`src/rtl/cfgs_pkg.sv`:
```
package cfgs_pkg;
  localparam int FRAME_BITS = 16;
  localparam int ADDR_W     = 3;
  localparam int NUM_REGS   = 4;
  localparam int RST_REG    = 2;
  localparam int RST_BIT    = 15;
  localparam int CLAMP_LSB  = 3;

  typedef logic [FRAME_BITS-1:0] frame_t;
  typedef logic [ADDR_W-1:0]     addr_t;

  function automatic addr_t frame_addr(frame_t w);
    return w[ADDR_W-1:0];
  endfunction

  function automatic logic addr_live(addr_t a);
    return 32'(a) < NUM_REGS;
  endfunction

  function automatic frame_t reset_word(int idx, logic [4:0] clamp);
    frame_t w;
    w = '0;
    if (idx == RST_REG) w[CLAMP_LSB +: 5] = clamp;
    return w;
  endfunction

  function automatic logic is_release(frame_t w, frame_t cur);
    return w[RST_BIT] && !cur[RST_BIT];
  endfunction
endpackage

```
`src/rtl/cfgs_sync.sv`:
```
module cfgs_sync #(
  parameter int             W       = 3,
  parameter int             STAGES  = 2,
  parameter logic [W-1:0]   RST_VAL = '0
) (
  input  logic         clk,
  input  logic         rst_n,
  input  logic [W-1:0] d,
  output logic [W-1:0] q
);
  logic [W-1:0] stg [STAGES];

  always_ff @(posedge clk or negedge rst_n) begin
    if (!rst_n) begin
      for (int i = 0; i < STAGES; i++) stg[i] <= RST_VAL;
    end else begin
      stg[0] <= d;
      for (int i = 1; i < STAGES; i++) stg[i] <= stg[i-1];
    end
  end

  assign q = stg[STAGES-1];
endmodule

```
`src/rtl/cfgs_shifter.sv`:
```
module cfgs_shifter
  import cfgs_pkg::*;
(
  input  logic   clk,
  input  logic   rst_n,
  input  logic   cs_s,
  input  logic   sck_s,
  input  logic   sdi_s,
  output frame_t word,
  output logic   commit
);
  localparam int CNT_MAX = FRAME_BITS + 1;
  localparam int CNT_W   = $clog2(CNT_MAX + 1);

  logic             cs_q, sck_q;
  logic [CNT_W-1:0] cnt;
  logic             cs_rise, sck_rise;

  assign cs_rise  = cs_s & ~cs_q;
  assign sck_rise = sck_s & ~sck_q & ~cs_s;

  always_ff @(posedge clk or negedge rst_n) begin
    if (!rst_n) begin
      cs_q  <= 1'b1;
      sck_q <= 1'b0;
      cnt   <= '0;
      word  <= '0;
    end else begin
      cs_q  <= cs_s;
      sck_q <= sck_s;
      if (cs_s) begin
        cnt <= '0;
      end else if (sck_rise) begin
        word <= {sdi_s, word[FRAME_BITS-1:1]};
        if (cnt != CNT_W'(CNT_MAX)) cnt <= cnt + 1'b1;
      end
    end
  end

  assign commit = cs_rise && (cnt == CNT_W'(FRAME_BITS));
endmodule

```
`src/rtl/cfgs_regfile.sv`:
```
module cfgs_regfile
  import cfgs_pkg::*;
#(
  parameter logic [4:0] CLAMP_RESET = 5'd9
) (
  input  logic                                  clk,
  input  logic                                  rst_n,
  input  logic                                  commit,
  input  frame_t                                word,
  output logic [NUM_REGS-1:0][FRAME_BITS-1:0]   regs,
  output logic                                  release_pulse
);
  addr_t wa;
  assign wa = frame_addr(word);

  for (genvar g = 0; g < NUM_REGS; g++) begin : g_reg
    always_ff @(posedge clk or negedge rst_n) begin
      if (!rst_n) regs[g] <= reset_word(g, CLAMP_RESET);
      else if (commit && addr_live(wa) && wa == ADDR_W'(g)) regs[g] <= word;
    end
  end

  assign release_pulse = commit && wa == ADDR_W'(RST_REG) && is_release(word, regs[RST_REG]);
endmodule

```
`src/rtl/cfgs_caltimer.sv`:
```
module cfgs_caltimer #(
  parameter int CAL_CYCLES = 40000
) (
  input  logic clk,
  input  logic rst_n,
  input  logic start,
  output logic busy,
  output logic done
);
  localparam int CW = $clog2(CAL_CYCLES + 1);
  logic [CW-1:0] cnt;

  always_ff @(posedge clk or negedge rst_n) begin
    if (!rst_n) begin
      cnt  <= '0;
      done <= 1'b0;
    end else if (start) begin
      cnt  <= CW'(CAL_CYCLES);
      done <= 1'b0;
    end else if (cnt != '0) begin
      cnt <= cnt - 1'b1;
      if (cnt == CW'(1)) done <= 1'b1;
    end
  end

  assign busy = (cnt != '0);
endmodule

```
`src/rtl/cfg_serial_if.sv`:
```
module cfg_serial_if
  import cfgs_pkg::*;
#(
  parameter int         CAL_CYCLES  = 40000,
  parameter int         SYNC_STAGES = 2,
  parameter logic [4:0] CLAMP_RESET = 5'd9
) (
  input  logic       clk,
  input  logic       rst_n,
  input  logic       cs_n,
  input  logic       sck,
  input  logic       sdi,
  output logic [9:0] gain_code,
  output logic       in_sel,
  output logic       sleep,
  output logic       standby,
  output logic [2:0] out_mode,
  output logic [5:0] filt_sel,
  output logic [4:0] clamp_code,
  output logic [1:0] settle_time,
  output logic [1:0] settle_mult,
  output logic       low_power,
  output logic       pulse_inv,
  output logic       soft_rst_n,
  output logic       bias_off,
  output logic [1:0] enc_mode,
  output logic       avg4,
  output logic [2:0] ref_ctl,
  output logic       cal_start,
  output logic       cal_busy,
  output logic       cal_done
);
  logic [2:0] pins_s;
  frame_t     frame_word;
  logic       frame_commit;
  logic [NUM_REGS-1:0][FRAME_BITS-1:0] regs;

  cfgs_sync #(.W(3), .STAGES(SYNC_STAGES), .RST_VAL(3'b100)) u_sync (
    .clk(clk), .rst_n(rst_n), .d({cs_n, sck, sdi}), .q(pins_s)
  );

  cfgs_shifter u_shift (
    .clk(clk), .rst_n(rst_n), .cs_s(pins_s[2]), .sck_s(pins_s[1]), .sdi_s(pins_s[0]),
    .word(frame_word), .commit(frame_commit)
  );

  cfgs_regfile #(.CLAMP_RESET(CLAMP_RESET)) u_regs (
    .clk(clk), .rst_n(rst_n), .commit(frame_commit), .word(frame_word),
    .regs(regs), .release_pulse(cal_start)
  );

  cfgs_caltimer #(.CAL_CYCLES(CAL_CYCLES)) u_cal (
    .clk(clk), .rst_n(rst_n), .start(cal_start), .busy(cal_busy), .done(cal_done)
  );

  assign gain_code   = regs[0][12:3];
  assign in_sel      = regs[0][15];
  assign sleep       = regs[1][3];
  assign standby     = regs[1][4];
  assign out_mode    = regs[1][7:5];
  assign filt_sel    = regs[1][13:8];
  assign clamp_code  = regs[2][7:3];
  assign settle_time = regs[2][9:8];
  assign settle_mult = regs[2][11:10];
  assign low_power   = regs[2][12];
  assign pulse_inv   = regs[2][13];
  assign soft_rst_n  = regs[2][RST_BIT];
  assign bias_off    = regs[3][3];
  assign enc_mode    = regs[3][5:4];
  assign avg4        = regs[3][6];
  assign ref_ctl     = regs[3][9:7];
endmodule


```
`config.mk`:
```
export PLATFORM = sky130hd
export DESIGN_NAME = cfg_serial_if
export DESIGN_NICKNAME = d
export VERILOG_FILES = /design/src/rtl/cfgs_pkg.sv /design/src/rtl/cfgs_sync.sv /design/src/rtl/cfgs_shifter.sv /design/src/rtl/cfgs_regfile.sv /design/src/rtl/cfgs_caltimer.sv /design/src/rtl/cfg_serial_if.sv
export SDC_FILE = /design/constraint.sdc
export NUM_CORES = 1
export LEC_CHECK = 0
export ABC_AREA = 0
export BUFFER_PORTS_ARGS = -buffer_cell sky130_fd_sc_hd__buf_2
export CORE_UTILIZATION = 45
export DETAILED_ROUTE_END_ITERATION = 7
export PLACE_DENSITY = 0.62
export SLEW_MARGIN = 15
export SYNTH_ARGS = -nofsm -noshare
export SYNTH_HDL_FRONTEND = slang
export SYNTH_HIERARCHICAL = 1
export SYNTH_SLANG_ARGS = --single-unit
```
`constraint.sdc`:
```
create_clock -name clk -period 2.9 [get_ports clk]
set_input_delay 0.29 -clock clk [delete_from_list [all_inputs] [get_ports clk]]
set_output_delay 0.29 -clock clk [all_outputs]
set_load 0.03 [all_outputs]
```
* Yosys cells after proc, flatten, opt, wreduce, memory -nomap -nowiden *
Index checks and enable logic that the tools add are counted.

storage, ports and cells
  output and inout port bits = 44
  input bits = 5
  register bits after elaboration = 102

operators by class
  order comparisons = 1
  reductions and logical operators = 19
  bitwise operators = 6
  equal/unequal tests = 6
  muxes and demuxes = 8
  add/sub/neg operators = 2

operator list
  operator                                                              count
  16-bit two-way mux                                                    2
  16-bit by 1-bit == test with 1-bit output, second input constant      1
  16-bit nonzero test                                                   1
  16-bit by 1-bit subtractor with 16-bit output, second input constant  1
  5-bit two-way mux                                                     3
  1-bit logical AND                                                     9
  2-bit nonzero test                                                    4
  3-bit by 2-bit == test with 1-bit output, second input constant       2
  2-bit AND reduction                                                   3
  5-bit by 1-bit adder with 5-bit output, second input constant         1
  5-bit == test, second input constant                                  1
  5-bit != test, second input constant                                  1
  1-bit bitwise AND                                                     3
  3-bit by 1-bit == test with 1-bit output, second input constant       1
  3-bit logical NOT                                                     1
  3-bit less-than comparator, second input constant                     1
  1-bit two-way mux                                                     3
  1-bit inverter                                                        3
  1-bit logical NOT                                                     1

* Logic depth before layout (Yosys ltp) *
Gate-level depths: netlist of run 1.

  depth after elaboration = 7
  gate-level depth with buffers = 10

* Cells and area by module *
The synthesis of run 1 kept the hierarchy.

modules (own cells, without submodules)
  module         seq. area each (um2)  times used  cells each  area an instance (um2)
  cfgs_regfile   1604.0                1           141         2479.9
  cfgs_shifter   576.8                 1           71          1073.5
  cfgs_caltimer  425.4                 1           95          935.9
  cfgs_sync      152.6                 1           9           175.2

* Worst setup path after synthesis of run 1 *
OpenSTA, ideal clock, no wires.

  path kind = flip-flop to flip-flop
  start point = register u_sync.stg (netlist bit u_sync/q[2])
  end point = register u_cal.cnt[0]
  cell stages (with the launch flop) = 11
  path buffers = 4
  setup slack = -367 ps
  arrival time = 3135 ps
  cell sequence = dfstp_2 -> buf_4 -> buf_6 -> inv_2 -> nor4_1 -> and3_1 -> nand2b_1 -> nor4_1 -> clkbuf_1 -> clkbuf_1 -> nor2_1

between the ends
  longest elaborated chain between the ends = 5

ends and longest elaborated chain
  element                                                   RTL line             RTL
  start, declared                                           cfgs_sync.sv:11      logic [W-1:0] stg [STAGES];
  1-bit bitwise AND (*)                                     cfgs_shifter.sv:19   assign cs_rise = cs_s & ~cs_q;
  1-bit logical AND (*)                                     cfgs_shifter.sv:40   assign commit = cs_rise && (cnt == CNT_W'(FRAME_BITS));
  named net frame_commit                                    cfg_serial_if.sv:35  logic frame_commit;
  1-bit logical AND (*) (2 in a row)                        cfgs_regfile.sv:23   assign release_pulse = commit && wa == ADDR_W'(RST_REG) && is_release(word, regs[RST_REG]);
  named net cal_start                                       cfg_serial_if.sv:29  output logic cal_start,
  16-bit two-way mux or 2-bit nonzero test (tied branches)  --
  end signal, assigned                                      cfgs_caltimer.sv:18  cnt <= CW'(CAL_CYCLES);
  end signal, assigned                                      cfgs_caltimer.sv:21  cnt <= cnt - 1'b1;
  end, declared                                             cfgs_caltimer.sv:11  logic [CW-1:0] cnt;

The timed path passes the listed nets; every way through them passes the cells marked *.
A chain may end at the register's enable or synchronous reset.

* Worst setup path in the final report of run 1 *
  start point = register u_cal.cnt[0]
  end point = output port cal_busy

between the ends
  longest elaborated chain between the ends = 1

ends and longest elaborated chain
  element              RTL line             RTL
  16-bit nonzero test  cfgs_caltimer.sv:26  assign busy = (cnt != '0);
  end, declared        cfg_serial_if.sv:30  output logic cal_busy,

Every way passes these cells.

==> impl_metrics.ini, run 1 <==
[place]
io_buffers = 48
gp_congestion = 0.747
place_hpwl_um = 4250

[cts]
clk_root_buffer_cell = clkbuf_8
clock_latency_ps = 350
cts_made_buffers = 9
hold_buffers = 0
max-clock-path-buffers = 2
clkTransAtPathRegs_ps = 90
cts_tree = yes
htree_levels = 3
cts.sinks = 87

[run_status]
status = complete, but fails checks
violations = hold timing

[sta]
hold_viol = 7
max_freq_mhz = 375
relSlewSlack = 0.482
fin_crit_ps = 2670
setup_tns_ps = 0
rsz0062_at_grt = no
max_slew.worst_pin.slew_ps = 778
finalSetupViolCount = 0
timing.final.crit_share = 0.920
holdWs_ps = -9.19
skew_ps = 13.0
slew_viol_final = 0

[global_route]
grt_usage = 0.170
grt_pass1_vias = 2314
grt_max_degree = 88
antenna_found_initial = 0
grt_first_pass_wirelength_um = 11500
grt-ovfl-total = 0

[yosys]
syn_nets = 280
yosysWarningCount = 6
synthCells = 270
syn_avg_cell_area_um2 = 14.4
synth_area_mm2 = 0.00387

[power]
ir_worst_vdd_v = 0.000254
p_per_area_mw_per_mm2 = 537
total_leakage_power_uw = 0.00227

[routing]
ant_nets = 0
routedWlPerCell_um = 15.5
wirelength_um = 6720
vias_per_cell = 5.21
first_pass_iters = 4
drc = 0
vias = 2256
drt_iter0_drc = 78

[run]
cap_violations = 0

[setup_path]
cp_data_required_time_ps = 2610
rr_endpoint = u_cal/cnt[5]
crit_type = reg -> out
cp-end-kind = primary output
r2r_slack_ps = 640
r2r_cells = 9
critPathArrivalTime_ps = 2380
worstReg2RegStart = u_sync/q[2]
start_kind = flip-flop
cp_max_fo = 8

[floorplanning]
die_w_um = 94.8
floorplan.rows = 33
core_area_mm2 = 0.00826
die_h_um = 94.8
ios = 49
start_util = 0.469
die_area_mm2 = 0.00899

[layout]
nets = 333
n_antenna_cell = 0
final_common_cell = dfrtp_1
layout_common_cells = 82 x dfrtp_1, 47 x buf_2, 37 x mux2_2, 23 x mux2_4, 14 x nor2_1
nFillCells = 732
layout-drive-gt1-share = 0.470
final_core_utilization = 0.531
seq_area_mm2 = 0.00218
syn2layout_area_growth_pct = 13.1
multi_input_area_mm2 = 0.00153

[worst_hold_path]
hp-class = in -> async
layout make-up:
type / instances / area share
Sequential cell: 87 / 0.498
Multi-Input combinational cell: 163 / 0.349
Timing Repair Buffer: 57 / 0.0717
Clock buffer: 11 / 0.0323
Tap cell: 105 / 0.0300
Clock inverter: 5 / 0.0146
Inverter: 5 / 0.00428
how the worst max path moves through the flow:
stage | end | start | cells past startpoint | slack, ps
global route | cal_start | u_sync/q[2] | 7 | 60
detailed placement | cal_busy | u_cal/cnt[0] | 5 | 500
floorplan | u_cal/cnt[0] | u_sync/q[2] | 10 | 40
global placement | cal_busy | u_cal/cnt[0] | 5 | 550
finish | cal_busy | u_cal/cnt[0] | 5 | 230
CTS | cal_busy | u_cal/cnt[0] | 5 | 80
timing repair:
action | 4_1_cts | 5_1_grt
setup endpoints to repair | 0 | 2
resized for setup | 0 | 1
buffers inserted | 0 | 2
stage by stage:
stage	instances	total power (uW)	cell area [um2]	worst slack [ps]
2_1_floorplan	270	1450	3880	40.1
3_3_place_gp	415	1500	4160	547
3_5_place_dp	415	1510	4160	498
4_1_cts	431	2390	4360	82.7
5_1_grt	433	2470	4380	60.8
6_report	433	2350	4380	231
state kept, by name, summed over array words and instances (netlist names):
register / cells
u_shift/cnt: 5
u_sync/q: 3
u_shift/sck_q: 1
u_shift/cs_q: 1
u_sync/stg: 3
u_regs/regs: 41
u_cal/cnt: 16
u_cal/done: 1
u_shift/word: 16
report_power, final:
group | leakage, uW | internal, uW | switching [uW]
registers | 0.00117 | 1270 | 81.6
logic | 0.00100 | 81.2 | 50.3
clock network | 0.000101 | 430 | 436
total | 0.00227 | 1790 | 567
metal layers:
metal,GRT usage,part of all wire,routed length [um],vias up
met3,0.0499,0.045,302,6
li1,-,-,-,1073
met1,0.239,0.49,3300,1125
met5,0,0,0,-
met4,0.0606,0.012,78,0
met2,0.248,0.45,3040,52
critical path, stage by stage (launching register included):
cell and delay, ps:
dfrtp_1 450, inv_1 80, ha_1 190, or3b_2 530
or4b_4 570, buf_2 210
No activity file was read; power rests on OpenSTA's default activity.
==> run 2, diff against run 1 <==
--- a/config.mk
+++ b/config.mk
@@ -10,7 +10,7 @@
 export CORE_UTILIZATION = 45
 export DETAILED_ROUTE_END_ITERATION = 7
 export PLACE_DENSITY = 0.62
-export SLEW_MARGIN = 15
+export SLEW_MARGIN = 20
 export SYNTH_ARGS = -nofsm -noshare
 export SYNTH_HDL_FRONTEND = slang
 export SYNTH_HIERARCHICAL = 1
==> constraint.sdc (replaced) <==
create_clock -name clk -period 2.9 [get_ports clk]
set_input_delay 0.145 -clock clk [delete_from_list [all_inputs] [get_ports clk]]
set_output_delay 0.145 -clock clk [all_outputs]
set_load 0.03 [all_outputs]
==> run 2 against run 1 <==
The flow now finishes without violations. Clock power rose by 12%. Largest cell class unchanged. Cell count rose by 0.69%. Fmax rose by 0.27%. Setup slack improved by 7.1 ps. Critical path depth did not move. Critical endpoint unchanged. Sequential power barely moved. Power rose by 4.5%.
==> impl_metrics.ini, run 2 (same netlist as run 1, synthesis figures left out) <==
[sta]
setup_ws_ps = 238
fin_crit_ps = 2660
setup_tns_ps = 0
rsz0062_at_grt = no
hold_viol = 0
finalSetupViolCount = 0
max_freq_mhz = 376
slew_viol_final = 0
skew_ps = 11.5
timing.final.crit_share = 0.918
relSlewSlack = 0.501
max_slew.worst_pin.slew_ps = 742

[cts]
hold_buffers = 4
clock_latency_ps = 350
cts_resized = 0
max-clock-path-buffers = 2
cts_made_buffers = 9
htree_levels = 3
clk_root_buffer_cell = clkbuf_8
cts_tree = yes
clkTransAtPathRegs_ps = 90
postCtsSetupBuffers = 0
cts.sinks = 87

[floorplanning]
core_area_mm2 = 0.00826
ios = 49
die_h_um = 94.8
die_area_mm2 = 0.00899
start_util = 0.469
die_w_um = 94.8
floorplan.rows = 33

[power]
p_int_uw = 1900
finalPower_uw = 2460
p_per_area_mw_per_mm2 = 554
swShare = 0.228
total_leakage_power_uw = 0.00230
seqPwrFrac = 0.551
combPwrFrac = 0.054
ir_worst_vdd_v = 0.000303
switching_power_uw = 560
clockPowerShare = 0.395

[place]
gp_congestion = 0.770
place_hpwl_um = 4350
pre_cts_ws_ps = 510
io_buffers = 48

[layout]
nets = 336
layout_common_cells = 82 x dfrtp_1, 47 x buf_2, 37 x mux2_2, 23 x mux2_4, 14 x nor2_1
n_antenna_cell = 0
syn2layout_area_growth_pct = 14.6
seq_area_mm2 = 0.00218
largest_registers = u_regs/regs (41), u_cal/cnt (16), u_shift/word (16)
top_register = u_regs/regs
layout-drive-gt1-share = 0.462
largest_reg_flops = 41
final_common_cell = dfrtp_1
multi_input_area_mm2 = 0.00153
nFillCells = 701

[run]
cap_violations = 0

[global_route]
grt_usage = 0.168
antenna_found_initial = 0
grt_max_degree = 53
grt_first_pass_wirelength_um = 11300
grt-ovfl-total = 0
grt_pass1_vias = 2254

[setup_path]
worstReg2RegStart = u_sync/q[2]
rr_endpoint = u_cal/cnt[5]
start_kind = flip-flop
crit_type = reg -> out
cp_max_fo = 8
cp-end-kind = primary output
r2r_cells = 9
cp_data_required_time_ps = 2760
critical_path.endpoint = cal_busy
crit_start = u_cal/cnt[0]
r2r_slack_ps = 540
critPathArrivalTime_ps = 2520

[run_status]
status = finished, final reports clean

[routing]
vias = 2267
wirelength_um = 6770
ant_nets = 0
first_pass_iters = 4
drt_iter0_drc = 75
vias_per_cell = 5.20
routedWlPerCell_um = 15.5
drc = 0

[worst_hold_path]
hp-class = reg -> reg
==> run 2: critical path, cell delays in order (launching register included) <==
cell and delay (ps):
dfrtp_1 450, inv_1 90, ha_1 200, or3b_2 520, or4b_1 660, buf_2 250
==> run 2: layer usage <==
layer  vias to the layer above  wire length (um)  global-route usage
met5                         -                 0                   0
met4                         0               109              0.0795
met3                         8               215              0.0330
met2                        40              3150               0.258
met1                      1141              3300               0.230
li1                       1078                 -                   -
==> run 2: worst min path at each step <==
stage	startpoint	endpoint	slack [ps]	cells past startpoint
3_5_place_dp	rst_n	u_cal/cnt[6]	230	1
5_1_grt	u_sync/stg[3]	u_sync/q[0]	360	0
2_1_floorplan	rst_n	u_cal/cnt[0]	-150	0
4_1_cts	u_sync/stg[3]	u_sync/q[0]	360	0
3_3_place_gp	rst_n	u_cal/cnt[6]	230	1
6_report	u_sync/stg[3]	u_sync/q[0]	350	0
==> run 2: final cells by class <==
class                           instances  area share
Sequential cell                        87       0.492
Multi-Input combinational cell        163       0.344
Timing Repair Buffer                   60      0.0772
Clock buffer                           11      0.0341
Tap cell                              105      0.0296
Clock inverter                          5      0.0197
Inverter                                5     0.00423
==> run 2: stage by stage <==
step	instance area, um2	hold WS [ps]	util	instances
final	4440	354	0.538	436
after detailed placement	4160	232	0.504	416
after global routing	4440	360	0.538	436
after floorplan	3880	-151	-	270
after CTS	4440	357	0.538	436
after global placement	4160	233	0.504	416
==> run 2: power by group through the flow <==
stage / clock network (uW) / registers (uW) / logic, uW
6_report: 971 / 1350 / 133
2_1_floorplan: 0 / 1350 / 104
4_1_cts: 1010 / 1360 / 137
3_5_place_dp: 0 / 1380 / 132
3_3_place_gp: 0 / 1380 / 129
5_1_grt: 1050 / 1360 / 151
